File: src/rtl/snoop_pkg.sv
`timescale 1ns/1ps
package snoop_pkg;
  typedef enum logic [1:0] {
    LN_INV = 2'd0,
    LN_SHR = 2'd1,
    LN_MOD = 2'd2
  } line_st_e;

  typedef enum logic [1:0] {
    BOP_NONE   = 2'd0,
    BOP_RDMISS = 2'd1,
    BOP_INVAL  = 2'd2,
    BOP_BCAST  = 2'd3
  } bus_op_e;

  localparam int NUM_CACHES = 2;
endpackage

File: src/rtl/snoop_line.sv
`timescale 1ns/1ps
module snoop_line
  import snoop_pkg::*;
#(
  parameter int DW = 8
) (
  input  logic          clk,
  input  logic          rst_n,
  input  logic          upd_mode,
  input  logic          acc_valid,
  input  logic          acc_go,
  input  logic          acc_wr,
  input  logic [DW-1:0] acc_wdata,
  input  logic [DW-1:0] fill_data,
  input  bus_op_e       snp_op,
  input  logic [DW-1:0] snp_data,
  output line_st_e      st_o,
  output logic [DW-1:0] data_o,
  output bus_op_e       req_op_o,
  output logic          rsp_valid_o,
  output logic [DW-1:0] rsp_data_o
);
  line_st_e      st_q, st_d;
  logic [DW-1:0] data_q, data_d;
  logic          hit;

  assign hit = (st_q != LN_INV);

  // Transaction this request would need on the bus.
  always_comb begin
    req_op_o = BOP_NONE;
    if (acc_valid) begin
      if (!acc_wr)       req_op_o = hit ? BOP_NONE : BOP_RDMISS;
      else if (upd_mode) req_op_o = BOP_BCAST;
      else               req_op_o = (st_q == LN_MOD) ? BOP_NONE : BOP_INVAL;
    end
  end

  // Own access takes precedence; otherwise react to the other cache's transaction.
  always_comb begin
    st_d   = st_q;
    data_d = data_q;
    if (acc_go) begin
      if (!acc_wr) begin
        if (!hit) begin
          st_d   = LN_SHR;
          data_d = fill_data;
        end
      end else begin
        st_d   = upd_mode ? LN_SHR : LN_MOD;
        data_d = acc_wdata;
      end
    end else begin
      unique case (snp_op)
        BOP_RDMISS: if (st_q == LN_MOD) st_d = LN_SHR;
        BOP_INVAL:  st_d = LN_INV;
        BOP_BCAST:  if (hit) begin
                      st_d   = LN_SHR;
                      data_d = snp_data;
                    end
        default:    ;
      endcase
    end
  end

  always_ff @(posedge clk) begin
    if (!rst_n) begin
      st_q        <= LN_INV;
      data_q      <= '0;
      rsp_valid_o <= 1'b0;
      rsp_data_o  <= '0;
    end else begin
      st_q        <= st_d;
      data_q      <= data_d;
      rsp_valid_o <= acc_go && !acc_wr;
      if (acc_go && !acc_wr) rsp_data_o <= hit ? data_q : fill_data;
    end
  end

  assign st_o   = st_q;
  assign data_o = data_q;
endmodule

File: src/rtl/snoop_arb.sv
`timescale 1ns/1ps
module snoop_arb
  import snoop_pkg::*;
(
  input  logic [1:0] req_valid,
  input  logic [1:0] req_wr,
  input  bus_op_e    op0,
  input  bus_op_e    op1,
  output logic [1:0] grant,
  output logic       win,
  output bus_op_e    cyc_op
);
  logic both_hits;

  assign both_hits = !req_wr[0] && !req_wr[1] &&
                     (op0 == BOP_NONE) && (op1 == BOP_NONE);

  always_comb begin
    grant[0] = req_valid[0];
    grant[1] = req_valid[1] && (!req_valid[0] || both_hits);
    win      = !grant[0];
    if (grant[0])      cyc_op = op0;
    else if (grant[1]) cyc_op = op1;
    else               cyc_op = BOP_NONE;
  end
endmodule

File: src/rtl/snoop_pair_ctrl.sv
`timescale 1ns/1ps
module snoop_pair_ctrl
  import snoop_pkg::*;
#(
  parameter int DW = 8
) (
  input  logic          clk,
  input  logic          rst_n,
  input  logic          policy_sel,
  output logic          policy_upd,
  input  logic          p0_req_valid,
  output logic          p0_req_ready,
  input  logic          p0_req_write,
  input  logic [DW-1:0] p0_req_wdata,
  output logic          p0_rsp_valid,
  output logic [DW-1:0] p0_rsp_data,
  input  logic          p1_req_valid,
  output logic          p1_req_ready,
  input  logic          p1_req_write,
  input  logic [DW-1:0] p1_req_wdata,
  output logic          p1_rsp_valid,
  output logic [DW-1:0] p1_rsp_data,
  output logic [1:0]    bus_op,
  output logic          bus_src,
  output logic [DW-1:0] bus_data,
  output logic [DW-1:0] mem_word
);
  localparam int NC = NUM_CACHES;

  logic [NC-1:0] vld, wr, go, rspv;
  logic [DW-1:0] wd   [NC];
  logic [DW-1:0] ld   [NC];
  logic [DW-1:0] fill [NC];
  logic [DW-1:0] snpd [NC];
  logic [DW-1:0] rspd [NC];
  bus_op_e       rop  [NC];
  bus_op_e       snp  [NC];
  line_st_e      st   [NC];
  logic          mode_q;
  logic [DW-1:0] mem_q;
  logic          win, loser;
  bus_op_e       cyc_op;

  assign vld   = {p1_req_valid, p0_req_valid};
  assign wr    = {p1_req_write, p0_req_write};
  assign wd[0] = p0_req_wdata;
  assign wd[1] = p1_req_wdata;

  snoop_arb u_arb (
    .req_valid (vld),
    .req_wr    (wr),
    .op0       (rop[0]),
    .op1       (rop[1]),
    .grant     (go),
    .win       (win),
    .cyc_op    (cyc_op)
  );

  genvar g;
  generate
    for (g = 0; g < NC; g++) begin : g_line
      localparam int OTH = NC - 1 - g;
      assign fill[g] = (st[OTH] == LN_MOD) ? ld[OTH] : mem_q;
      assign snp[g]  = go[OTH] ? rop[OTH] : BOP_NONE;
      assign snpd[g] = wd[OTH];

      snoop_line #(.DW(DW)) u_line (
        .clk         (clk),
        .rst_n       (rst_n),
        .upd_mode    (mode_q),
        .acc_valid   (vld[g]),
        .acc_go      (go[g]),
        .acc_wr      (wr[g]),
        .acc_wdata   (wd[g]),
        .fill_data   (fill[g]),
        .snp_op      (snp[g]),
        .snp_data    (snpd[g]),
        .st_o        (st[g]),
        .data_o      (ld[g]),
        .req_op_o    (rop[g]),
        .rsp_valid_o (rspv[g]),
        .rsp_data_o  (rspd[g])
      );
    end
  endgenerate

  assign loser = ~win;

  // Memory: written through on broadcast, refreshed from a dirty copy otherwise.
  always_ff @(posedge clk) begin
    if (!rst_n) begin
      mem_q <= '0;
    end else begin
      unique case (cyc_op)
        BOP_BCAST:            mem_q <= wd[win];
        BOP_RDMISS, BOP_INVAL: if (st[loser] == LN_MOD) mem_q <= ld[loser];
        default:              ;
      endcase
    end
  end

  // Policy is latched only while nothing is requesting.
  always_ff @(posedge clk) begin
    if (!rst_n)    mode_q <= 1'b0;
    else if (!(|vld)) mode_q <= policy_sel;
  end

  always_comb begin
    unique case (cyc_op)
      BOP_RDMISS:           bus_data = fill[win];
      BOP_INVAL, BOP_BCAST: bus_data = wd[win];
      default:              bus_data = '0;
    endcase
  end

  assign bus_op       = cyc_op;
  assign bus_src      = win;
  assign mem_word     = mem_q;
  assign policy_upd   = mode_q;
  assign p0_req_ready = go[0];
  assign p1_req_ready = go[1];
  assign p0_rsp_valid = rspv[0];
  assign p1_rsp_valid = rspv[1];
  assign p0_rsp_data  = rspd[0];
  assign p1_rsp_data  = rspd[1];
endmodule

File: config.mk
export PLATFORM = sky130hd
export DESIGN_NAME = snoop_pair_ctrl
export DESIGN_NICKNAME = d
export VERILOG_FILES = /design/src/rtl/snoop_pkg.sv /design/src/rtl/snoop_line.sv /design/src/rtl/snoop_arb.sv /design/src/rtl/snoop_pair_ctrl.sv
export SDC_FILE = /design/constraint.sdc
export NUM_CORES = 1
export LEC_CHECK = 0
export ABC_AREA = 1
export BUFFER_PORTS_ARGS = -buffer_cell sky130_fd_sc_hd__buf_4
export CAP_MARGIN = 20
export CORE_AREA = 3 3 79 81
export DETAILED_ROUTE_END_ITERATION = 6
export DIE_AREA = 0 0 82 84
export GPL_TIMING_DRIVEN = 0
export HOLD_SLACK_MARGIN = 0.12
export PLACE_DENSITY = 0.8
export SYNTH_ARGS = -nofsm -noshare
export SYNTH_HDL_FRONTEND = slang
export SYNTH_SLANG_ARGS = --single-unit
File: constraint.sdc
create_clock -name clk -period 2.5 [get_ports clk]
set_input_delay 0.125 -clock clk [delete_from_list [all_inputs] [get_ports clk]]
set_output_delay 0.125 -clock clk [all_outputs]
set_load 0.02 [all_outputs]
==> results.py, run 1 <==
metrics = {
    "status": {
        "status": "finished, final reports clean",
    },
    "cts": {
        "worst_skew_pair.late_latency_ns": 0.30,
        "htreeDepth": 2,
        "tritoncts": "done",
        "cts_root_buffer": "clkbuf_8",
        "clock_sinks": 47,
        "cts_made_buffers": 5,
        "clk_pin_slew_ns": 0.09,
        "clk_path_buf_depth": 2,
    },
    "critical_path": {
        "r2r_start": "g_line[1].u_line.st_o[0]",
        "critPathLaunch": "g_line[1].u_line.st_o[0]",
        "rrSetupSlack_ns": 0.18,
        "arrival_ns": 2.24,
        "path_class": "flop to primary output",
        "required_ns": 2.38,
        "cp-start-kind": "flop",
        "crit_fanout": 9,
        "endpoint_kind": "primary output",
    },
    "route": {
        "via_per_inst": 5.780,
        "routed_wl_mm": 10.51,
        "vias": 3751,
        "route.detailed.drc": 0,
        "dr.pass1.iters": 5,
        "wl_per_cell_um": 16.20,
        "drtIter0Drc": 381,
        "antenna_left": 0,
    },
    "global_routing": {
        "grt_start_max_net_pins": 13,
        "grt_util_met2": 0.5018,
        "grt_use_met3": 0.04752,
        "grt_pass1_wl_mm": 16.47,
        "track_usage": 0.3072,
        "antenna_found_initial": 0,
        "grt_pass1_vias": 3364,
        "grt_remaining_overflow": 0,
        "grt-busiest-layer": "met2",
        "gr-usage-met1": 0.4040,
    },
    "synth": {
        "syn_inst": 508,
        "ys.flop_type": "dfxtp_1",
        "yosysSeqAreaShare": 0.2989,
        "syn_avg_cell_area_um2": 6.197,
        "syn_area_um2": 3148,
        "syn_nets": 537,
        "synth.distinct_cells": 32,
        "ys_seq_elements": 47,
        "async_reset_ff_frac": 0,
        "synth_edf_count": 0,
        "ys_warn_count": 0,
    },
    "cells_and_area": {
        "area_delta_synth_final_pct": 21.98,
        "final_core_utilization": 0.6931,
        "nets": 607,
        "finalInstanceArea_um2": 3840,
        "antenna_cells": 0,
        "nFillCells": 506,
        "instances_no_fill": 649,
        "drive_above_1_share": 0.1924,
    },
    "placement": {
        "dp_slack_ns": -0.3155,
        "dpl-instance-area_um2": 3696,
        "post-dp-hpwl_mm": 7.881,
        "port_buffers": 61,
        "place_inst": 641,
        "place_congestion": 0.9776,
    },
    "floorplan": {
        "initial_core_util": 0.5682,
        "fp-row-count": 27,
        "die_area_um2": 6888,
        "coreArea_um2": 5540,
        "die_h_um": 84,
        "ioPinCount": 63,
        "die_x_um": 82,
    },
    "timing": {
        "max_freq_mhz": 423.0,
        "min_period_over_period": 0.9456,
        "fin_tns_setup_ns": 0,
        "setup_violations": 0,
        "finalClockSkew_ns": 0.009702,
        "rsz0062_at_grt": "yes",
        "hold_ws_ns": 0.1279,
        "timing.final.crit_period_ns": 2.364,
        "worst_slew_pin_slew_ns": 0.6671,
        "slew_violations": 0,
        "hold_viol": 0,
        "max-slew-margin-rel": 0.5553,
        "layout_setup_ws_ns": 0.1360,
    },
    "hold_path": {
        "hp-start": "p0_req_wdata[6]",
        "hp-class": "input pin to flop",
    },
    "job": {
        "cap_violations": 0,
    },
    "power_and_ir_drop": {
        "p_leak_nw": 1.871,
        "p_per_area_nw_per_um2": 538.5,
        "ir_drop_mv": 0.3300,
        "power_mw": 2.068,
    },
}
flip-flops by register name, summed over array words and instances (netlist names):
register                   count
g_line.u_line.rsp_valid_o      2
g_line.u_line.rsp_data_o      16
mem_word                       8
g_line.u_line.data_o          16
g_line.u_line.st_o             4
policy_upd                     1
worst paths after layout:
path                                                        to  cells past startpoint
worst min register to register  g_line[1].u_line.rsp_data_o[3]                      2
worst max-delay path                               bus_data[3]                      9
worst min-delay path                g_line[1].u_line.data_o[6]                      5
worst max register to register      g_line[0].u_line.data_o[5]                     10
worst max-delay path, stage by stage (launching register included):
cell      delay (ns)
dfxtp_2         0.35
inv_1           0.12
nand2_4         0.12
o211ai_1        0.23
nor2_2          0.11
nor2_4          0.16
ha_2            0.32
o211ai_1        0.13
a21oi_1         0.22
buf_4           0.18
cell type report:
cell class | instances | area, µm² | area share
Sequential cell | 47 | 943.4 | 0.2457
Buffer | 24 | 142.6 | 0.03715
Tap cell | 72 | 90.09 | 0.02346
Inverter | 54 | 202.7 | 0.05279
Clock buffer | 6 | 72.57 | 0.01890
Multi-Input combinational cell | 382 | 1903 | 0.4956
Timing Repair Buffer | 64 | 485.5 | 0.1264
layout by cell type (no fill, tap or decap), types with 2 or more instances in the layout:
| cell | n |
|---|---|
| nand3b_1 | 6 |
| buf_4 | 64 |
| buf_2 | 6 |
| a31oi_1 | 4 |
| inv_2 | 6 |
| nor2_4 | 5 |
| buf_1 | 2 |
| dfxtp_1 | 45 |
| a22oi_1 | 6 |
| a21oi_1 | 56 |
| o21ai_0 | 40 |
| nand2_1 | 153 |
| ha_1 | 4 |
| a211oi_1 | 2 |
| nand3_1 | 29 |
| clkbuf_1 | 10 |
| dlygate4sd3_1 | 2 |
| nand2_2 | 7 |
| o211ai_1 | 10 |
| inv_1 | 47 |
| clkbuf_8 | 5 |
| or2_1 | 2 |
| nand4_1 | 8 |
| nand3_2 | 3 |
| a21boi_0 | 2 |
| nor2_2 | 3 |
| buf_6 | 3 |
| dfxtp_2 | 2 |
| nor2_1 | 35 |
routing by layer:
layer  part of all wire  wire length, µm
met5                  0                0
met3               0.10             1056
met4              0.028              294
met1               0.40             4193
met2               0.47             4968
cell usage after synthesis (all sizes together) (2+ instances only):
cell    number  share of area
nand2      161           0.20
a21oi       56          0.089
inv         53          0.063
dfxtp       47           0.30
nor2        43          0.061
o21ai       41          0.065
nand3       32          0.056
buf         15          0.033
clkbuf      10          0.012
o211ai      10          0.024
nand4        8          0.016
a22oi        6          0.014
ha           6          0.024
nand3b       6          0.014
a31oi        4         0.0079
a21boi       3          0.011
a211oi       2         0.0048
or2          2         0.0040
kinds of logic (layout without fill, tap and decap cells):
| kind of cell | after synthesis | count (layout) | synth area share |
|---|---|---|---|
| AO/OA/AOI/OAI | 123 | 123 | 0.2178 |
| adder cells (fa/ha/maj) | 6 | 6 | 0.02385 |
| buffers and inverters | 79 | 148 | 0.1097 |
| flip-flops | 47 | 47 | 0.2989 |
| AND/OR/NAND/NOR | 253 | 253 | 0.3498 |
power by group:
| group | total [mW] | internal [mW] | switching, mW |
|---|---|---|---|
| logic | 0.777 | 0.274 | 0.504 |
| registers | 0.852 | 0.808 | 0.0445 |
| clock network | 0.438 | 0.187 | 0.251 |
| total | 2.07 | 1.27 | 0.799 |
what timing repair did:
item                                    CTS  global route
gates cloned                              0             0
hold buffers                              1             1
endpoints found under the setup margin   24            13
pin swaps                                 1             1
buffers inserted                          1             0
hold endpoints to repair                  1             2
gates resized for setup                   6             8
Note: power is estimated with default switching activity, not from simulation.
==> run 2, diff against run 1 <==
Settings changed: CORE_AREA 3 3 79 81 to 2 2 78 80, DIE_AREA 0 0 82 84 to 0 0 80 82.
==> run 2 against run 1 <==
Compared with the run above:
- hold slack got worse by 0.0079 ns
- flip-flop and latch count unchanged
- critical path depth increased by 4
- fmax decreased by 1.3%
- die area decreased by 4.8%
- clock skew decreased by 0.0025 ns
- sequential power about the same
- core utilization decreased by 2.1 points
==> results.py, run 2 (synthesis gave the netlist of run 1 again) <==
metrics = {
    "cts": {
        "cts_made_buffers": 5,
        "clk_pin_slew_ns": 0.09,
        "cts_root_buffer": "clkbuf_8",
        "htreeDepth": 2,
        "clock_sinks": 47,
        "tritoncts": "done",
        "worst_skew_pair.late_latency_ns": 0.31,
        "clk_path_buf_depth": 2,
    },
    "critical_path": {
        "path_buf_inv": 3,
        "crit_fanout": 10,
        "path_class": "flop to flop",
        "crit_top_cell": "o21ai_0",
        "arrival_ns": 2.63,
        "cp-start-kind": "flop",
        "slowest_delay_ns": 0.39,
        "crit_path_cell_trace": "inv_1, nand2_4, o211ai_1, nor2_2, nor2_4, ha_2, inv_1, clkbuf_4, a21oi_1, o21ai_0, o21ai_0, o21ai_0, a21oi_1",
        "endpoint_kind": "flop",
        "crit_family": "compound AO/OA/AOI/OAI gates",
        "slowest_stage": "ha_2",
        "required_ns": 2.74,
    },
    "route": {
        "drtIter0Drc": 274,
        "vias": 3713,
        "route.detailed.drc": 0,
        "routed_wl_mm": 10.24,
        "wl_per_cell_um": 15.61,
        "dr.pass1.iters": 6,
        "via_per_inst": 5.660,
        "antenna_left": 0,
    },
    "timing": {
        "hold_ws_ns": 0.1199,
        "slew_violations": 0,
        "layout_setup_ws_ns": 0.1053,
        "hold_viol": 0,
        "timing.final.crit_period_ns": 2.395,
        "max-slew-margin-rel": 0.5312,
        "setup_violations": 0,
        "rsz0062_at_grt": "yes",
        "min_period_over_period": 0.9579,
        "finalClockSkew_ns": 0.007220,
        "worst_slew_pin_slew_ns": 0.7032,
        "max_freq_mhz": 417.6,
    },
    "global_routing": {
        "grt_pass1_wl_mm": 15.99,
        "grt_remaining_overflow": 0,
        "antenna_found_initial": 0,
        "grt_pass1_vias": 3344,
        "grt_start_max_net_pins": 14,
        "track_usage": 0.3166,
    },
    "power_and_ir_drop": {
        "p_leak_nw": 1.887,
        "p_per_area_nw_per_um2": 541.7,
        "ir_drop_mv": 0.3154,
    },
    "cells_and_area": {
        "antenna_cells": 0,
        "area_delta_synth_final_pct": 22.69,
        "nFillCells": 581,
        "multi_input_area_um2": 1901,
        "nets": 609,
        "mostFrequentLayoutCell": "nand2_1",
        "final_cell_mix": "nand2_1, buf_4, a21oi_1, inv_1, dfxtp_1",
        "drive_above_1_share": 0.1979,
        "regArea_um2": 943.4,
    },
    "floorplan": {
        "die_x_um": 80,
        "die_area_um2": 6560,
        "coreArea_um2": 5746,
        "die_h_um": 82,
        "initial_core_util": 0.5479,
        "fp-row-count": 28,
        "ioPinCount": 63,
    },
    "hold_path": {
        "hp-class": "input pin to flop",
    },
    "status": {
        "status": "finished, final reports clean",
    },
    "placement": {
        "port_buffers": 61,
        "place_congestion": 0.9529,
        "post-dp-hpwl_mm": 7.682,
        "dp_slack_ns": -0.2401,
    },
    "job": {
        "cap_violations": 0,
    },
}
## run 2: changes by cell type in the layout (fill, tap and decap cells not counted)
cell | before | now
clkinv_2 | 0 | 1
o21ai_2 | 1 | 0
buf_4 | 64 | 67
ha_2 | 1 | 2
o21ai_4 | 0 | 1
dlygate4sd3_1 | 2 | 1
clkbuf_1 | 10 | 11
ha_4 | 1 | 0
## run 2: path summary, 6_finish.rpt
check / slack (ns) / endpoint / cells past startpoint / start
setup reg to reg: 0.11 / mem_word[5] / 13 / g_line[1].u_line.st_o[0]
hold reg to reg: 0.47 / g_line[1].u_line.rsp_data_o[0] / 2 / g_line[1].u_line.rsp_data_o[0]
hold / removal: 0.12 / mem_word[4] / 3 / rst_n
setup / recovery: 0.11 / mem_word[5] / 13 / g_line[1].u_line.st_o[0]
## run 2: metal layers
layer	share of wire	track usage	vias to the layer above
met4	0.041	0.1424	0
met1	0.42	0.3945	1680
met5	0	0	-
met2	0.46	0.5417	186
li1	-	-	1804
met3	0.077	0.04725	43
## run 2: power breakdown
group	switching, mW	total (mW)	internal (mW)
clock network	0.270	0.467	0.197
logic	0.499	0.774	0.274
registers	0.0439	0.852	0.808
## run 2: repair_timing
item | in CTS | in global routing
endpoints found under the setup margin | 22 | 12
hold buffers | 1 | 0
buffers inserted | 1 | 3
endpoints found under the hold margin | 1 | 0
resized for setup | 6 | 9
pin swaps | 1 | 2
## run 2: cell type report
cell class / count / area share
Clock inverter: 1 / 0.001296
Inverter: 54 / 0.05248
Multi-Input combinational cell: 382 / 0.4921
Buffer: 24 / 0.03693
Tap cell: 75 / 0.02430
Timing Repair Buffer: 66 / 0.1289
Clock buffer: 7 / 0.01976
Sequential cell: 47 / 0.2443
## run 2: worst min-delay path: cells and delay by family
family / cells / cell delay [ns]
buffers and inverters: 1 / 0.15
AOI/OAI and AO/OA: 2 / 0.11
## run 2: metrics by stage
stage                      TNS, ns  utilization  power (mW)  cell area (µm²)  std cells
after floorplan                  0            -       1.347             3148        508
after global placement     -0.4456       0.6439       1.590             3700        644
after detailed placement   -0.8494       0.6439       1.599             3700        644
after CTS                        0       0.6635       2.052             3812        653
after global routing      -0.06137       0.6723       2.199             3862        656
final                            0       0.6723       2.092             3862        656
==> run 3, diff against run 2 <==
Settings changed: CELL_PAD_IN_SITES_DETAIL_PLACEMENT set to 0, CELL_PAD_IN_SITES_GLOBAL_PLACEMENT set to 1, CORE_AREA 2 2 78 80 to 2 2 95 97, DIE_AREA 0 0 80 82 to 0 0 97 99, PLACE_DENSITY 0.8 to unset, PLACE_DENSITY_LB_ADDON set to 0.1, SLEW_MARGIN set to 10.
Clock period 2.5 ns to 2.35 ns, I/O delays scaled along.
==> run 3 against run 2 <==
Compared with the run above:
- global-route usage shrank 9.4 points
- cell area increased by 2.1%
- via count is 1.3% lower
- sequential share of layout area decreased by 0.41 points
- largest cell class unchanged
==> results.py, run 3 (synthesis gave the netlist of run 1 again) <==
metrics = {
    "placement": {
        "place_congestion": 0.9155,
        "place_inst": 677,
        "port_buffers": 61,
        "dp_slack_ns": -0.3199,
        "dpl-instance-area_um2": 3742,
        "post-dp-hpwl_mm": 8.447,
    },
    "floorplan": {
        "coreArea_um2": 8551,
        "initial_core_util": 0.3682,
        "die_x_um": 97,
        "die_h_um": 99,
        "die_area_um2": 9603,
        "ioPinCount": 63,
        "fp-row-count": 34,
    },
    "global_routing": {
        "grt_start_max_net_pins": 13,
        "grt_pass1_vias": 3355,
        "grt_remaining_overflow": 0,
        "grt_pass1_wl_mm": 17.15,
        "antenna_found_initial": 0,
        "track_usage": 0.2230,
    },
    "critical_path": {
        "slowest_stage": "dfxtp_4",
        "cp_num_cells": 13,
        "crit_fanout": 10,
        "r2r_cells": 13,
        "path_class": "flop to flop",
        "path_buf_inv": 3,
        "arrival_ns": 2.42,
        "cp-start-kind": "flop",
        "crit_path_cell_trace": "inv_2, nand2_4, o211ai_1, nor2_2, nor2_4, ha_4, inv_2, buf_6, a21oi_1, o21ai_0, o21ai_0, o21ai_0, a21oi_1",
        "required_ns": 2.55,
        "crit_family": "compound AO/OA/AOI/OAI gates",
        "slowest_delay_ns": 0.37,
        "endpoint_kind": "flop",
        "crit_top_cell": "o21ai_0",
    },
    "timing": {
        "hold_ws_ns": 0.1231,
        "finalClockSkew_ns": 0.01572,
        "layout_setup_ws_ns": 0.1319,
        "max_freq_mhz": 450.8,
        "max-slew-margin-rel": 0.5186,
        "timing.final.crit_period_ns": 2.218,
        "min_period_over_period": 0.9439,
        "setup_violations": 0,
        "slew_violations": 0,
        "worst_slew_pin_slew_ns": 0.7221,
        "rsz0062_at_grt": "no",
        "hold_viol": 0,
    },
    "route": {
        "drtIter0Drc": 152,
        "dr.pass1.iters": 5,
        "routed_wl_mm": 10.90,
        "antenna_left": 0,
        "vias": 3666,
        "via_per_inst": 5.328,
        "route.detailed.drc": 0,
        "wl_per_cell_um": 15.85,
    },
    "cells_and_area": {
        "final_cell_mix": "nand2_1, buf_4, a21oi_1, inv_1, dfxtp_1",
        "mostFrequentLayoutCell": "nand2_1",
        "area_delta_synth_final_pct": 25.28,
        "instances_no_fill": 688,
        "nets": 610,
        "antenna_cells": 0,
        "nFillCells": 957,
        "finalInstanceArea_um2": 3944,
        "drive_above_1_share": 0.2086,
    },
    "cts": {
        "htreeDepth": 2,
        "cts_root_buffer": "clkbuf_8",
        "cts_made_buffers": 5,
        "worst_skew_pair.late_latency_ns": 0.31,
        "clk_pin_slew_ns": 0.10,
        "tritoncts": "done",
        "clk_path_buf_depth": 2,
        "clock_sinks": 47,
    },
    "power_and_ir_drop": {
        "ir_drop_mv": 0.2719,
        "p_per_area_nw_per_um2": 565.9,
        "p_leak_nw": 1.888,
    },
    "job": {
        "cap_violations": 0,
    },
    "status": {
        "status": "finished, final reports clean",
    },
    "hold_path": {
        "min_path_cells": 5,
        "hp-class": "input pin to flop",
    },
}
==> run 3: per-stage QoR <==
step / TNS [ns] / util / power (mW)
finish: 0 / 0.4612 / 2.232
global route: 0 / 0.4612 / 2.370
floorplan: 0 / - / 1.434
CTS: 0 / 0.4548 / 2.217
detailed placement: -2.232 / 0.4377 / 1.717
global placement: -2.172 / 0.4377 / 1.713
==> run 3: per-layer routing <==
layer | track usage | share of wire | routed length, µm
met1 | 0.2954 | 0.44 | 4801
met2 | 0.3659 | 0.47 | 5072
met3 | 0.02908 | 0.054 | 589
met4 | 0.09534 | 0.040 | 441
met5 | 0 | 0 | 0
==> run 3: report_power, final <==
part / internal, mW / switching, mW
Combinational: 0.308 / 0.536
Sequential: 0.859 / 0.0477
Clock: 0.200 / 0.281
Total: 1.37 / 0.865
==> run 3: cell type report <==
class | count | area, µm² | area share
Timing Repair Buffer | 68 | 515.5 | 0.1307
Tap cell | 108 | 135.1 | 0.03426
Multi-Input combinational cell | 382 | 1924 | 0.4879
Sequential cell | 47 | 947.2 | 0.2402
Buffer | 23 | 142.6 | 0.03617
Inverter | 54 | 206.4 | 0.05235
Clock buffer | 6 | 72.57 | 0.01840
==> run 3: worst register-to-register path: stages (launching register included) <==
cell      delay, ns
dfxtp_4        0.37
inv_2          0.07
nand2_4        0.05
o211ai_1       0.22
nor2_2         0.09
nor2_4         0.24
ha_4           0.27
inv_2          0.10
buf_6          0.16
a21oi_1        0.05
o21ai_0        0.11
o21ai_0        0.11
o21ai_0        0.20
a21oi_1        0.06
==> run 3: worst paths after layout <==
kind	slack (ns)	start	end
worst max-delay path	0.13	g_line[1].u_line.st_o[0]	mem_word[6]
worst min-delay path	0.12	p0_req_wdata[6]	g_line[1].u_line.data_o[6]
worst max register to register	0.13	g_line[1].u_line.st_o[0]	mem_word[6]
worst min register to register	0.47	g_line[1].u_line.rsp_data_o[4]	g_line[1].u_line.rsp_data_o[4]
==> run 3: what timing repair did <==
action                     CTS  global route
pin swaps                    2             8
hold buffers                 2             0
hold endpoints to repair     4             0
setup buffers                2             3
setup endpoints to repair   24            13
gates resized for setup     13            11
